<file path="src/rtl/slpwk_pkg.sv">
package slpwk_pkg;
  typedef enum logic [1:0] {
    ST_RUN   = 2'd0,
    ST_SLEEP = 2'd1,
    ST_WAKE  = 2'd2
  } slpwk_state_e;
endpackage

</file>
<file path="src/rtl/slpwk_pending.sv">
module slpwk_pending #(
  parameter int NSRC = 4
) (
  input  logic [NSRC-1:0] irq_flag,
  input  logic [NSRC-1:0] irq_en,
  output logic            pend
);
  logic [NSRC-1:0] armed;

  genvar g;
  generate
    for (g = 0; g < NSRC; g++) begin : g_src
      assign armed[g] = irq_flag[g] & irq_en[g];
    end
  endgenerate

  assign pend = |armed;
endmodule

</file>
<file path="src/rtl/slpwk_status.sv">
module slpwk_status (
  input  logic clk,
  input  logic rst,
  input  logic ev_sleep,
  input  logic ev_clr,
  input  logic ev_tmo_run,
  input  logic ev_tmo_slp,
  output logic st_nosleep,
  output logic st_notmo
);
  always_ff @(posedge clk) begin
    if (rst) begin
      st_nosleep <= 1'b1;
      st_notmo   <= 1'b1;
    end else if (ev_tmo_run) begin
      st_nosleep <= 1'b1;
      st_notmo   <= 1'b0;
    end else if (ev_tmo_slp) begin
      st_notmo   <= 1'b0;
    end else if (ev_sleep) begin
      st_nosleep <= 1'b0;
      st_notmo   <= 1'b1;
    end else if (ev_clr) begin
      st_nosleep <= 1'b1;
      st_notmo   <= 1'b1;
    end
  end

  AST_SLEEP_FLAGS: assert property (@(posedge clk) disable iff (rst)
    ev_sleep |=> (!st_nosleep && st_notmo));
  AST_TMO_FLAG: assert property (@(posedge clk) disable iff (rst)
    (ev_tmo_run || ev_tmo_slp) |=> !st_notmo);
  AST_CLR_FLAGS: assert property (@(posedge clk) disable iff (rst)
    ev_clr |=> (st_nosleep && st_notmo));
endmodule

</file>
<file path="src/rtl/slpwk_seq.sv">
module slpwk_seq
  import slpwk_pkg::*;
#(
  parameter int          PC_W = 13,
  parameter logic [PC_W-1:0] VEC = 13'h0004
) (
  input  logic            clk,
  input  logic            rst,
  input  logic            sleep_op,
  input  logic            clrwdt_op,
  input  logic            wdt_tmo,
  input  logic            ext_rst,
  input  logic            gie,
  input  logic            pend,
  output logic            ev_sleep,
  output logic            ev_clr,
  output logic            ev_tmo_run,
  output logic            ev_tmo_slp,
  output logic            osc_en,
  output logic            wdt_clr,
  output logic            post_clr,
  output logic            core_rst,
  output logic            resume,
  output logic            take_vec,
  output logic [PC_W-1:0] jump_pc,
  output logic            fetch_hold
);
  slpwk_state_e st;
  logic         vec_lat;
  logic         in_run, in_slp, quiet;

  assign in_run     = (st == ST_RUN);
  assign in_slp     = (st == ST_SLEEP);
  assign quiet      = !ext_rst && !wdt_tmo;
  assign ev_tmo_run = in_run && !ext_rst && wdt_tmo;
  assign ev_tmo_slp = in_slp && !ext_rst && wdt_tmo;
  assign ev_sleep   = in_run && quiet && sleep_op && !pend;
  assign ev_clr     = in_run && quiet && !sleep_op && clrwdt_op;

  always_ff @(posedge clk) begin
    if (rst) begin
      st         <= ST_RUN;
      osc_en     <= 1'b1;
      wdt_clr    <= 1'b0;
      post_clr   <= 1'b0;
      core_rst   <= 1'b0;
      resume     <= 1'b0;
      take_vec   <= 1'b0;
      jump_pc    <= '0;
      fetch_hold <= 1'b0;
      vec_lat    <= 1'b0;
    end else begin
      wdt_clr  <= ev_sleep || ev_clr;
      post_clr <= ev_sleep || ev_clr;
      core_rst <= ext_rst || ev_tmo_run;
      resume   <= 1'b0;
      take_vec <= 1'b0;
      jump_pc  <= '0;
      if (ext_rst) begin
        st         <= ST_RUN;
        osc_en     <= 1'b1;
        fetch_hold <= 1'b0;
      end else begin
        case (st)
          ST_RUN: begin
            if (ev_sleep) begin
              st         <= ST_SLEEP;
              osc_en     <= 1'b0;
              fetch_hold <= 1'b1;
            end
          end
          ST_SLEEP: begin
            if (wdt_tmo) begin
              st      <= ST_WAKE;
              osc_en  <= 1'b1;
              vec_lat <= 1'b0;
            end else if (pend) begin
              st      <= ST_WAKE;
              osc_en  <= 1'b1;
              vec_lat <= gie;
            end
          end
          ST_WAKE: begin
            st         <= ST_RUN;
            resume     <= 1'b1;
            take_vec   <= vec_lat;
            jump_pc    <= vec_lat ? VEC : '0;
            fetch_hold <= 1'b0;
          end
          default: st <= ST_RUN;
        endcase
      end
    end
  end

  AST_SLEEP_ENTRY: assert property (@(posedge clk) disable iff (rst)
    (in_run && sleep_op && !pend && !ext_rst && !wdt_tmo)
      |=> (!osc_en && wdt_clr && post_clr && fetch_hold));
  AST_OSC_OFF_ONLY_ASLEEP: assert property (@(posedge clk) disable iff (rst)
    !osc_en |-> (st == ST_SLEEP));
  AST_NOP_SLEEP: assert property (@(posedge clk) disable iff (rst)
    (in_run && sleep_op && pend && !ext_rst && !wdt_tmo)
      |=> (osc_en && !wdt_clr && !fetch_hold));
  AST_IRQ_WAKE: assert property (@(posedge clk) disable iff (rst)
    (in_slp && pend && !ext_rst && !wdt_tmo) |=> (osc_en && st == ST_WAKE));
  AST_RESUME_PULSE: assert property (@(posedge clk) disable iff (rst)
    resume |=> !resume);
  AST_VEC_WITH_RESUME: assert property (@(posedge clk) disable iff (rst)
    take_vec |-> (resume && jump_pc == VEC));
  AST_EXT_RESET: assert property (@(posedge clk) disable iff (rst)
    ext_rst |=> (core_rst && osc_en && !resume && !fetch_hold));
endmodule

</file>
<file path="src/rtl/slpwk_ctrl.sv">
module slpwk_ctrl #(
  parameter int              NSRC = 4,
  parameter int              PC_W = 13,
  parameter logic [PC_W-1:0] VEC  = 13'h0004
) (
  input  logic            clk,
  input  logic            rst,
  input  logic            sleep_op,
  input  logic            clrwdt_op,
  input  logic            wdt_tmo,
  input  logic            ext_rst,
  input  logic            gie,
  input  logic [NSRC-1:0] irq_flag,
  input  logic [NSRC-1:0] irq_en,
  output logic            osc_en,
  output logic            wdt_clr,
  output logic            post_clr,
  output logic            st_nosleep,
  output logic            st_notmo,
  output logic            core_rst,
  output logic            resume,
  output logic            take_vec,
  output logic [PC_W-1:0] jump_pc,
  output logic            fetch_hold
);
  logic pend;
  logic ev_sleep, ev_clr, ev_tmo_run, ev_tmo_slp;

  slpwk_pending #(.NSRC(NSRC)) u_pend (
    .irq_flag (irq_flag),
    .irq_en   (irq_en),
    .pend     (pend)
  );

  slpwk_seq #(.PC_W(PC_W), .VEC(VEC)) u_seq (
    .clk        (clk),
    .rst        (rst),
    .sleep_op   (sleep_op),
    .clrwdt_op  (clrwdt_op),
    .wdt_tmo    (wdt_tmo),
    .ext_rst    (ext_rst),
    .gie        (gie),
    .pend       (pend),
    .ev_sleep   (ev_sleep),
    .ev_clr     (ev_clr),
    .ev_tmo_run (ev_tmo_run),
    .ev_tmo_slp (ev_tmo_slp),
    .osc_en     (osc_en),
    .wdt_clr    (wdt_clr),
    .post_clr   (post_clr),
    .core_rst   (core_rst),
    .resume     (resume),
    .take_vec   (take_vec),
    .jump_pc    (jump_pc),
    .fetch_hold (fetch_hold)
  );

  slpwk_status u_status (
    .clk        (clk),
    .rst        (rst),
    .ev_sleep   (ev_sleep),
    .ev_clr     (ev_clr),
    .ev_tmo_run (ev_tmo_run),
    .ev_tmo_slp (ev_tmo_slp),
    .st_nosleep (st_nosleep),
    .st_notmo   (st_notmo)
  );

  AST_ASLEEP_HOLDS_FETCH: assert property (@(posedge clk) disable iff (rst)
    !osc_en |-> (fetch_hold && !resume));
  AST_TMO_RUN_RESETS: assert property (@(posedge clk) disable iff (rst)
    (wdt_tmo && !ext_rst && osc_en && !fetch_hold) |=> (core_rst && !st_notmo && st_nosleep));
endmodule

</file>
<file path="config.mk">
export PLATFORM = sky130hd
export DESIGN_NAME = slpwk_ctrl
export DESIGN_NICKNAME = d
export VERILOG_FILES = /design/src/rtl/slpwk_pkg.sv /design/src/rtl/slpwk_pending.sv /design/src/rtl/slpwk_status.sv /design/src/rtl/slpwk_seq.sv /design/src/rtl/slpwk_ctrl.sv
export SDC_FILE = /design/constraint.sdc
export NUM_CORES = 1
export LEC_CHECK = 0
export BUFFER_PORTS_ARGS = -buffer_cell sky130_fd_sc_hd__buf_2
export CAP_MARGIN = 10
export CORE_MARGIN = 2
export CORE_UTILIZATION = 44
export DETAILED_ROUTE_END_ITERATION = 8
export MAX_ROUTING_LAYER = met4
export PLACE_DENSITY = 0.93
export SLEW_MARGIN = 20
export SYNTH_ARGS = -nofsm -noshare
export SYNTH_HDL_FRONTEND = slang
export SYNTH_SLANG_ARGS = --single-unit
</file>
<file path="constraint.sdc">
create_clock -name clk -period 3.1 [get_ports clk]
set_input_delay 0.62 -clock clk [delete_from_list [all_inputs] [get_ports clk]]
set_output_delay 0.62 -clock clk [all_outputs]
set_load 0.005 [all_outputs]
</file>
# --- After elaboration in Yosys (flattened, before gate mapping) ---
# Index checks and enable logic that the tools add are counted.
classes:
  div_mod_pow: 0
  add_sub_neg: 0
  multipliers: 0
  n_shift: 0
  n_lt_le_gt_ge: 0
  muxes: 19
  bitwise_logic: 7
  eq_ne: 4
  n_reduce_logical: 31
op_table:
  columns: ["op", "n"]
  rows:
  - ["1-bit 2-to-1 mux", 12]
  - ["1-bit logical AND", 10]
  - ["2-bit nonzero test", 4]
  - ["2-bit 2-to-1 mux", 3]
  - ["2-bit AND reduction", 3]
  - ["3-bit AND reduction", 2]
  - ["1-bit AND", 4]
  - ["1-bit logical NOT", 4]
  - ["1-bit case mux with 2 select lines", 2]
  - ["2-bit case mux with 2 select lines", 1]
  - ["4-bit nonzero test", 1]
  - ["2-bit OR reduction", 2]
  - ["4-bit OR reduction", 1]
  - ["3-bit 2-to-1 mux", 1]
  - ["3-bit by 2-bit != test with 1-bit output, second input constant", 1]
  - ["1-bit NOT", 3]
  - ["3-bit OR reduction", 1]
  - ["2-bit by 1-bit equality test with 1-bit output, second input constant", 1]
  - ["2-bit equality test, second input constant", 1]
  - ["2-bit logical NOT", 1]
  - ["1-bit logical OR", 2]
  - ["2-bit by 1-bit != test with 1-bit output, second input constant", 1]
totals:
  mem_bits_ro: 0
  elab_cells: 72
  latchBits: 0
  in_bits: 15
  reg_bits: 24
  ramBits: 0
  memories: 0

# --- Longest topological paths before layout ---
# Gate-level depths: netlist of the first run.
depth:
  depth_word: 9
  mapped_depth: 4

# --- By module ---
# A second synthesis of the first run with hierarchy kept.
unflattened:
  cells_unflattened: 65
  hier_area_um2: 574.3
by_module_without_submodules:
  columns: ["module", "seq_area_each_um2", "cells_per_inst", "area_each_um2", "n_inst"]
  rows:
  - ["slpwk_seq", 180.2, 52, 475.5, 1]
  - ["slpwk_status", 40.0, 10, 80.1, 1]
  - ["slpwk_pending", 0.0, 3, 18.8, 1]

# --- Worst setup path after synthesis of the first run ---
# Ideal clock, no wire load.
synth_timing:
  path_type: "input to register"
  start: "in ext_rst"
  end: "reg u_status.st_nosleep"
  required_time_ps: 2978
  path_stages: 4
  setup_slack_ps: 1514
  arrival_ps: 1463
  n_path_buf: 1
  setup_time_ps: 122
  cell_sequence: "buf_4 > nor4b_4 > nand4_1 > a311o_1"
synth_between:
  elab_chain_len: 7
  word_cells_on_any_way: 16
synth_rtl:
  columns: ["element", "line_no", "text"]
  rows:
  - ["start: declaration", "slpwk_ctrl.sv:11", "input logic ext_rst,"]
  - ["1-bit logical NOT *", "slpwk_seq.sv:34, slpwk_seq.sv:35, slpwk_seq.sv:36", null]
  - ["1-bit logical AND", "slpwk_seq.sv:34", "assign quiet = !ext_rst && !wdt_tmo;"]
  - ["1-bit logical AND", "slpwk_seq.sv:37, slpwk_seq.sv:38", null]
  - ["1-bit logical AND (on tied branches) (2 in series)", "slpwk_seq.sv:38, slpwk_seq.sv:37", null]
  - ["2-bit nonzero test (no line)", null, null]
  - ["2-bit AND reduction (no line)", null, null]
  - ["end signal: assignment", "slpwk_status.sv:16", "st_nosleep <= 1'b1;"]
  - ["end signal: assignment", "slpwk_status.sv:21", "st_nosleep <= 1'b0;"]
  - ["end signal: assignment", "slpwk_status.sv:24", "st_nosleep <= 1'b1;"]
  - ["end: declaration", "slpwk_status.sv:8", "output logic st_nosleep,"]
# Every way passes the cells marked *; elsewhere a longest branch is shown, timed or not.
# A chain may end at the register's enable or synchronous reset.

# --- Final worst setup path of the first run ---
layout_timing:
  start: "in irq_flag[0]"
  end: "reg u_status.st_nosleep"
layout_between:
  elab_chain_len: 6
  word_cells_on_any_way: 7
layout_rtl:
  columns: ["element", "line_no", "text"]
  rows:
  - ["start: declaration", "slpwk_ctrl.sv:13", "input logic [NSRC-1:0] irq_flag,"]
  - ["1-bit AND *", "slpwk_pending.sv:13", "assign armed[g] = irq_flag[g] & irq_en[g];"]
  - ["4-bit OR reduction *", "slpwk_pending.sv:17", "assign pend = |armed;"]
  - ["1-bit logical NOT *", "slpwk_seq.sv:37", "assign ev_sleep = in_run && quiet && sleep_op && !pend;"]
  - ["1-bit logical AND *", "slpwk_seq.sv:37", null]
  - ["2-bit nonzero test (no line)", null, null]
  - ["2-bit AND reduction (no line)", null, null]
# Marked as above.

==> results of run 1 <==
cell type report:
class / count / area, um2
fillers: 129 / 594
multi-input cells: 49 / 302
flip-flops and latches: 11 / 220
repair buffers: 24 / 120
clock buffers: 4 / 26.3
well taps: 15 / 18.8
inverters: 1 / 3.75
flip-flops by register name, summed over array words and instances, names as in the netlist:
name,flops
u_seq.st,2
u_seq.core_rst,1
u_seq.fetch_hold,1
u_seq.jump_pc,1
u_seq.osc_en,1
u_seq.resume,1
u_seq.vec_lat,1
u_seq.wdt_clr,1
u_status.st_nosleep,1
u_status.st_notmo,1
report_power, final:
group	switching (mW)	internal (mW)
sequential	0.00158	0.144
combinational	0.0218	0.0167
clock	0.0501	0.0499
worst max path at each step:
stage                                             to        start  slack (ns)  cells past startpoint
finish              u_status.st_nosleep$_SDFFE_PP1P_  irq_flag[0]        1.69                      4
global route        u_status.st_nosleep$_SDFFE_PP1P_  irq_flag[0]        1.67                      4
detailed placement  u_status.st_nosleep$_SDFFE_PP1P_      ext_rst        1.42                      4
CTS                 u_status.st_nosleep$_SDFFE_PP1P_      ext_rst        1.71                      4
global placement    u_status.st_nosleep$_SDFFE_PP1P_      ext_rst        1.46                      4
floorplan           u_status.st_nosleep$_SDFFE_PP1P_      ext_rst        1.51                      4
cell usage in the layout, fill, tap and decap left out, types with 2 or more instances in the layout:
cell | Yosys | routed
a22o_1 | 2 | 2
a22oi_1 | 3 | 3
a31oi_1 | 2 | 2
buf_2 | 0 | 24
clkbuf_4 | 0 | 3
conb_1 | 1 | 12
dfxtp_1 | 11 | 11
nand2b_1 | 2 | 2
nand4_1 | 2 | 2
nor2_1 | 5 | 5
nor3_1 | 4 | 4
nor4_1 | 2 | 2
o21ai_0 | 2 | 2
worst register-to-register path, delay by kind of cell, from the launching register on:
family | cells | cell delay, ns
AOI/OAI and AO/OA | 1 | 0.34
DFF | 1 | 0.38
and+or+nand+nor | 2 | 0.51
cell families after synthesis:
kind of cell,count (synthesis),synth area share
other,1,0.00624
AND/OR/NAND/NOR,22,0.242
AO/OA/AOI/OAI,15,0.185
buffers and inverters,17,0.200
flip-flops,11,0.367
metrics by stage:
step            util  cells  instance area, um2  hold WS (ns)  setup WS, ns
4_1_cts        0.537    104                 691         0.498          1.71
5_1_grt        0.537    104                 691         0.520          1.67
2_1_floorplan      -     77                 642         0.446          1.51
3_5_place_dp   0.517    100                 664         0.480          1.42
3_3_place_gp   0.517    100                 664         0.474          1.46
6_report       0.537    104                 691         0.495          1.69
routing by layer:
| layer | track usage | share of wire | vias to the layer above |
|---|---|---|---|
| met2 | 0.234 | 0.47 | 35 |
| met5 | - | 0 | - |
| met1 | 0.190 | 0.41 | 227 |
| met4 | 0.100 | 0.029 | 0 |
| li1 | - | - | 262 |
| met3 | 0.0326 | 0.090 | 5 |
==> reports/qor.txt, run 1 <==
ANT nets after route: 0
Peak VDD IR: 132 uV
CP Max Fanout: 3
Crit-path slowest cell: a311o_1
Critical path cell sequence: buf_2, a22oi_1, nand4_1, a311o_1
Row cnt: 13
All-Layer GR Usage: 0.157
RSZ-0062 raised after global routing: no
Max frequency: 710 MHz
Top FF cell, synth: dfxtp_1
Post-Syn Area: 601 um2
Crit end category: flip-flop
Hold Path Sink: u_status.st_nosleep$_SDFFE_PP1P_
WS Path Type: in2reg
Layout area overhead: 15.0%
Final #Nets: 105
Cell family with the largest share of critical-path delay: compound AO/OA/AOI/OAI gates
Die H: 40.9 um
Power Density: 412 nW/um2
Final period util: 0.455
Total number of vias: 529
CTS tree: done
Vias/cell: 5.09
Root Buffer: clkbuf_4
Post-CTS Hold Buffers: 0
Number of setup buffers added after CTS: 0
Worst R2R Start: u_seq.st[1]$_SDFFE_PP0P_
Max-cap viol count: 0
Final GP Congestion: 0.889
YS warnings: 0
RR Endpoint: u_status.st_nosleep$_SDFFE_PP1P_
DRC: 0
Worst path required time: 3.27 ns
Largest net degree at the start of global routing: 11
Seq/Total Area, Yosys: 0.367
Post-synthesis register bit count: 11
Hold Crit Start: u_status.st_nosleep$_SDFFE_PP1P_
Reg2reg path depth: 3
Hold crit path type: reg2reg
Yosys top cell by area: dfxtp_1
Synth top cells by count: buf_4 (15), dfxtp_1 (11), nor2_1 (5)
Resized cells post-CTS: 0
Initial Util: 0.467
CTS buffer count: 3
1st-iter DRT viols: 11
Setup TNS: 0 ns
Min Tclk post-route: 1.41 ns
Pins Over Slew Limit: 0
Crit start category: input port
WP buf/inv: 1
GRT overflow: 0
Vias in the first global route: 379
Final setup vio count: 0
Core box area: 1280 um2
Routed wire length: 1170 um
CP arrival: 1.58 ns
LEAKAGE: 0.335 nW
Clock-pin transition on the worst setup and hold timing paths: 0.07 ns
First-pass GRT wire length: 1590 um
Die area: 1680 um2
Wire length per cell: 11.3 um
Post-synth EDFFs: 0
Final hold viol count: 0
Skew final: 0.00332 ns
Total inserted antenna cells: 0
Layout cells sized above 1: 0.315
Share of the synthesized area in the top cell type: 0.367
Max H-tree Level: 1
CP max stage delay: 0.34 ns
Die width: 40.9 um
Count leader, synth: buf_4
Half-perimeter wire length after placement: 910 um
Syn Inst Count: 66
Initial antenna violation count: 0
Synthesized area per cell: 9.10 um2
Async SR Flop Fraction: 0
Boundary Pins: 37
Overall power: 285 uW
FF-to-FF setup slack: 1.77 ns
Cells on Worst Hold Path: 1
Skew-Pair Late Insertion Delay: 0.27 ns
Port buffer count: 24
# clock sinks: 11
Status: complete, no violations
1st-pass router iterations: 4
Largest cells by area after synthesis: dfxtp_1 (37%), buf_4 (19%), nor4b_4 (4.0%), a22oi_1 (3.8%), nor3_1 (3.3%)
Distinct cells, synth: 27
CTS Buffer Depth: 2
Note: power is estimated with default switching activity, not from simulation.
==> run 2, diff against run 1 <==
CORE_UTILIZATION = 40   (was 44)
PLACE_DENSITY = 0.86   (was 0.93)
clock period = 1.3 ns   (was 3.1 ns; I/O delays follow)
==> reports/qor.txt, run 2 (synthesis results as in run 1) <==
Min Tclk post-route: 1.25 ns
Routed wire length: 1140 um
Initial Util: 0.445
Fill count: 144
Final #Nets: 108
Layout Cells excl Fill: 107
Row cnt: 13
Die width: 42.8 um
Final GP Congestion: 0.791
CP arrival: 1.40 ns
Final period util: 0.962
Vias in the first global route: 458
Max-cap viol count: 0
Initial antenna violation count: 0
Layout area overhead: 20.2%
1st-pass router iterations: 4
Root Buffer: clkbuf_4
ANT nets after route: 0
Cell family with the largest share of critical-path delay: simple AND/OR/NAND/NOR gates
Max H-tree Level: 1
Hold crit path type: in2reg
Die area: 1830 um2
LEAKAGE: 0.356 nW
Vias/cell: 5.27
Skew final: 0.00885 ns
Fin Hold WS: 0.221 ns
Crit-path slowest cell: dfxtp_2
RSZ-0062 raised after global routing: no
Final setup vio count: 0
First-pass GRT wire length: 1860 um
Crit start category: flip-flop
Critical path cell sequence: nor4b_4, buf_4, and4_1, a22oi_1
GRT overflow: 0
1st-iter DRT viols: 10
Max frequency: 800 MHz
CTS buffer count: 3
Skew-Pair Late Insertion Delay: 0.28 ns
Biggest register: u_seq.st
Layout cells sized above 1: 0.380
Half-perimeter wire length after placement: 943 um
Inst Count DP: 102
Max reg flops: 2
Status: complete, no violations
Pins Over Slew Limit: 0
Most frequent cells in the layout: buf_2 (24), conb_1 (12), dfxtp_1 (9)
Clock-pin transition on the worst setup and hold timing paths: 0.08 ns
Most common cell after layout, fill and taps aside: buf_2
Largest net degree at the start of global routing: 11
Util after Layout: 0.535
Port buffer count: 24
Peak VDD IR: 318 uV
WP buf/inv: 1
CTS Buffer Depth: 2
Power Density: 941 nW/um2
Boundary Pins: 37
Wire length per cell: 10.7 um
DRC: 0
Final hold viol count: 0
Worst path required time: 1.45 ns
All-Layer GR Usage: 0.139
Core box area: 1350 um2
Total inserted antenna cells: 0
Die H: 42.8 um
CP max stage delay: 0.36 ns
CP Max Fanout: 6
# clock sinks: 11
WS Path Type: reg2reg
CTS tree: done
Total number of vias: 564
Crit end category: flip-flop
-- run 2: changes by cell type in the layout (fill, tap and decap cells not counted), sizes merged --
cell    before  now
clkbuf       4    3
clkinv       0    1
buf         24   27
-- run 2: per-layer routing --
layer / vias up / track usage / wire (um)
met5: - / - / 0
met4: 0 / 0.113 / 42
met3: 7 / 0.0340 / 134
met2: 41 / 0.218 / 508
met1: 247 / 0.145 / 458
li1: 269 / - / -
-- run 2: final timing paths --
kind / start / end / slack [ns] / depth (start not counted)
setup reg to reg: u_seq.st[0]$_SDFFE_PP0P_ / u_seq.osc_en$_SDFFE_PP1P_ / 0.05 / 4
hold reg to reg: u_seq.vec_lat$_SDFFE_PP0P_ / u_seq.jump_pc[2]$_SDFF_PP0_ / 0.51 / 1
setup / recovery: u_seq.st[0]$_SDFFE_PP0P_ / u_seq.osc_en$_SDFFE_PP1P_ / 0.05 / 4
hold / removal: wdt_tmo / u_seq.st[0]$_SDFFE_PP0P_ / 0.22 / 2
-- run 2: power breakdown --
part	total (mW)	switching [mW]	internal [mW]
combinational	0.0974	0.0524	0.0451
clock	0.234	0.120	0.114
sequential	0.348	0.00320	0.345
total	0.679	0.176	0.504
-- run 2: timing repair --
action                     4_1_cts  5_1_grt
hold buffers                     0        0
resized for setup                3        0
setup endpoints to repair        1        1
pin swaps                        2        3
buffers inserted                 0        1
-- run 2: through the flow --
step	setup WS (ns)	area [um2]	TNS [ns]	power, mW
floorplan	0.0660	642	0	0.435
global placement	0.0605	679	0	0.447
detailed placement	-0.0318	679	-0.0318	0.449
CTS	0.0134	714	0	0.685
global route	0.00749	722	0	0.711
finish	0.0496	722	0	0.679
-- run 2: area by class of cell --
cell class              instances  area, um2  area share
flip-flops and latches         11        223       0.308
well taps                      15       18.8      0.0260
clock inverters                 1       5.00     0.00693
repair buffers                 27        143       0.198
multi-input cells              49        307       0.425
clock buffers                   3       22.5      0.0312
inverters                       1       3.75     0.00520
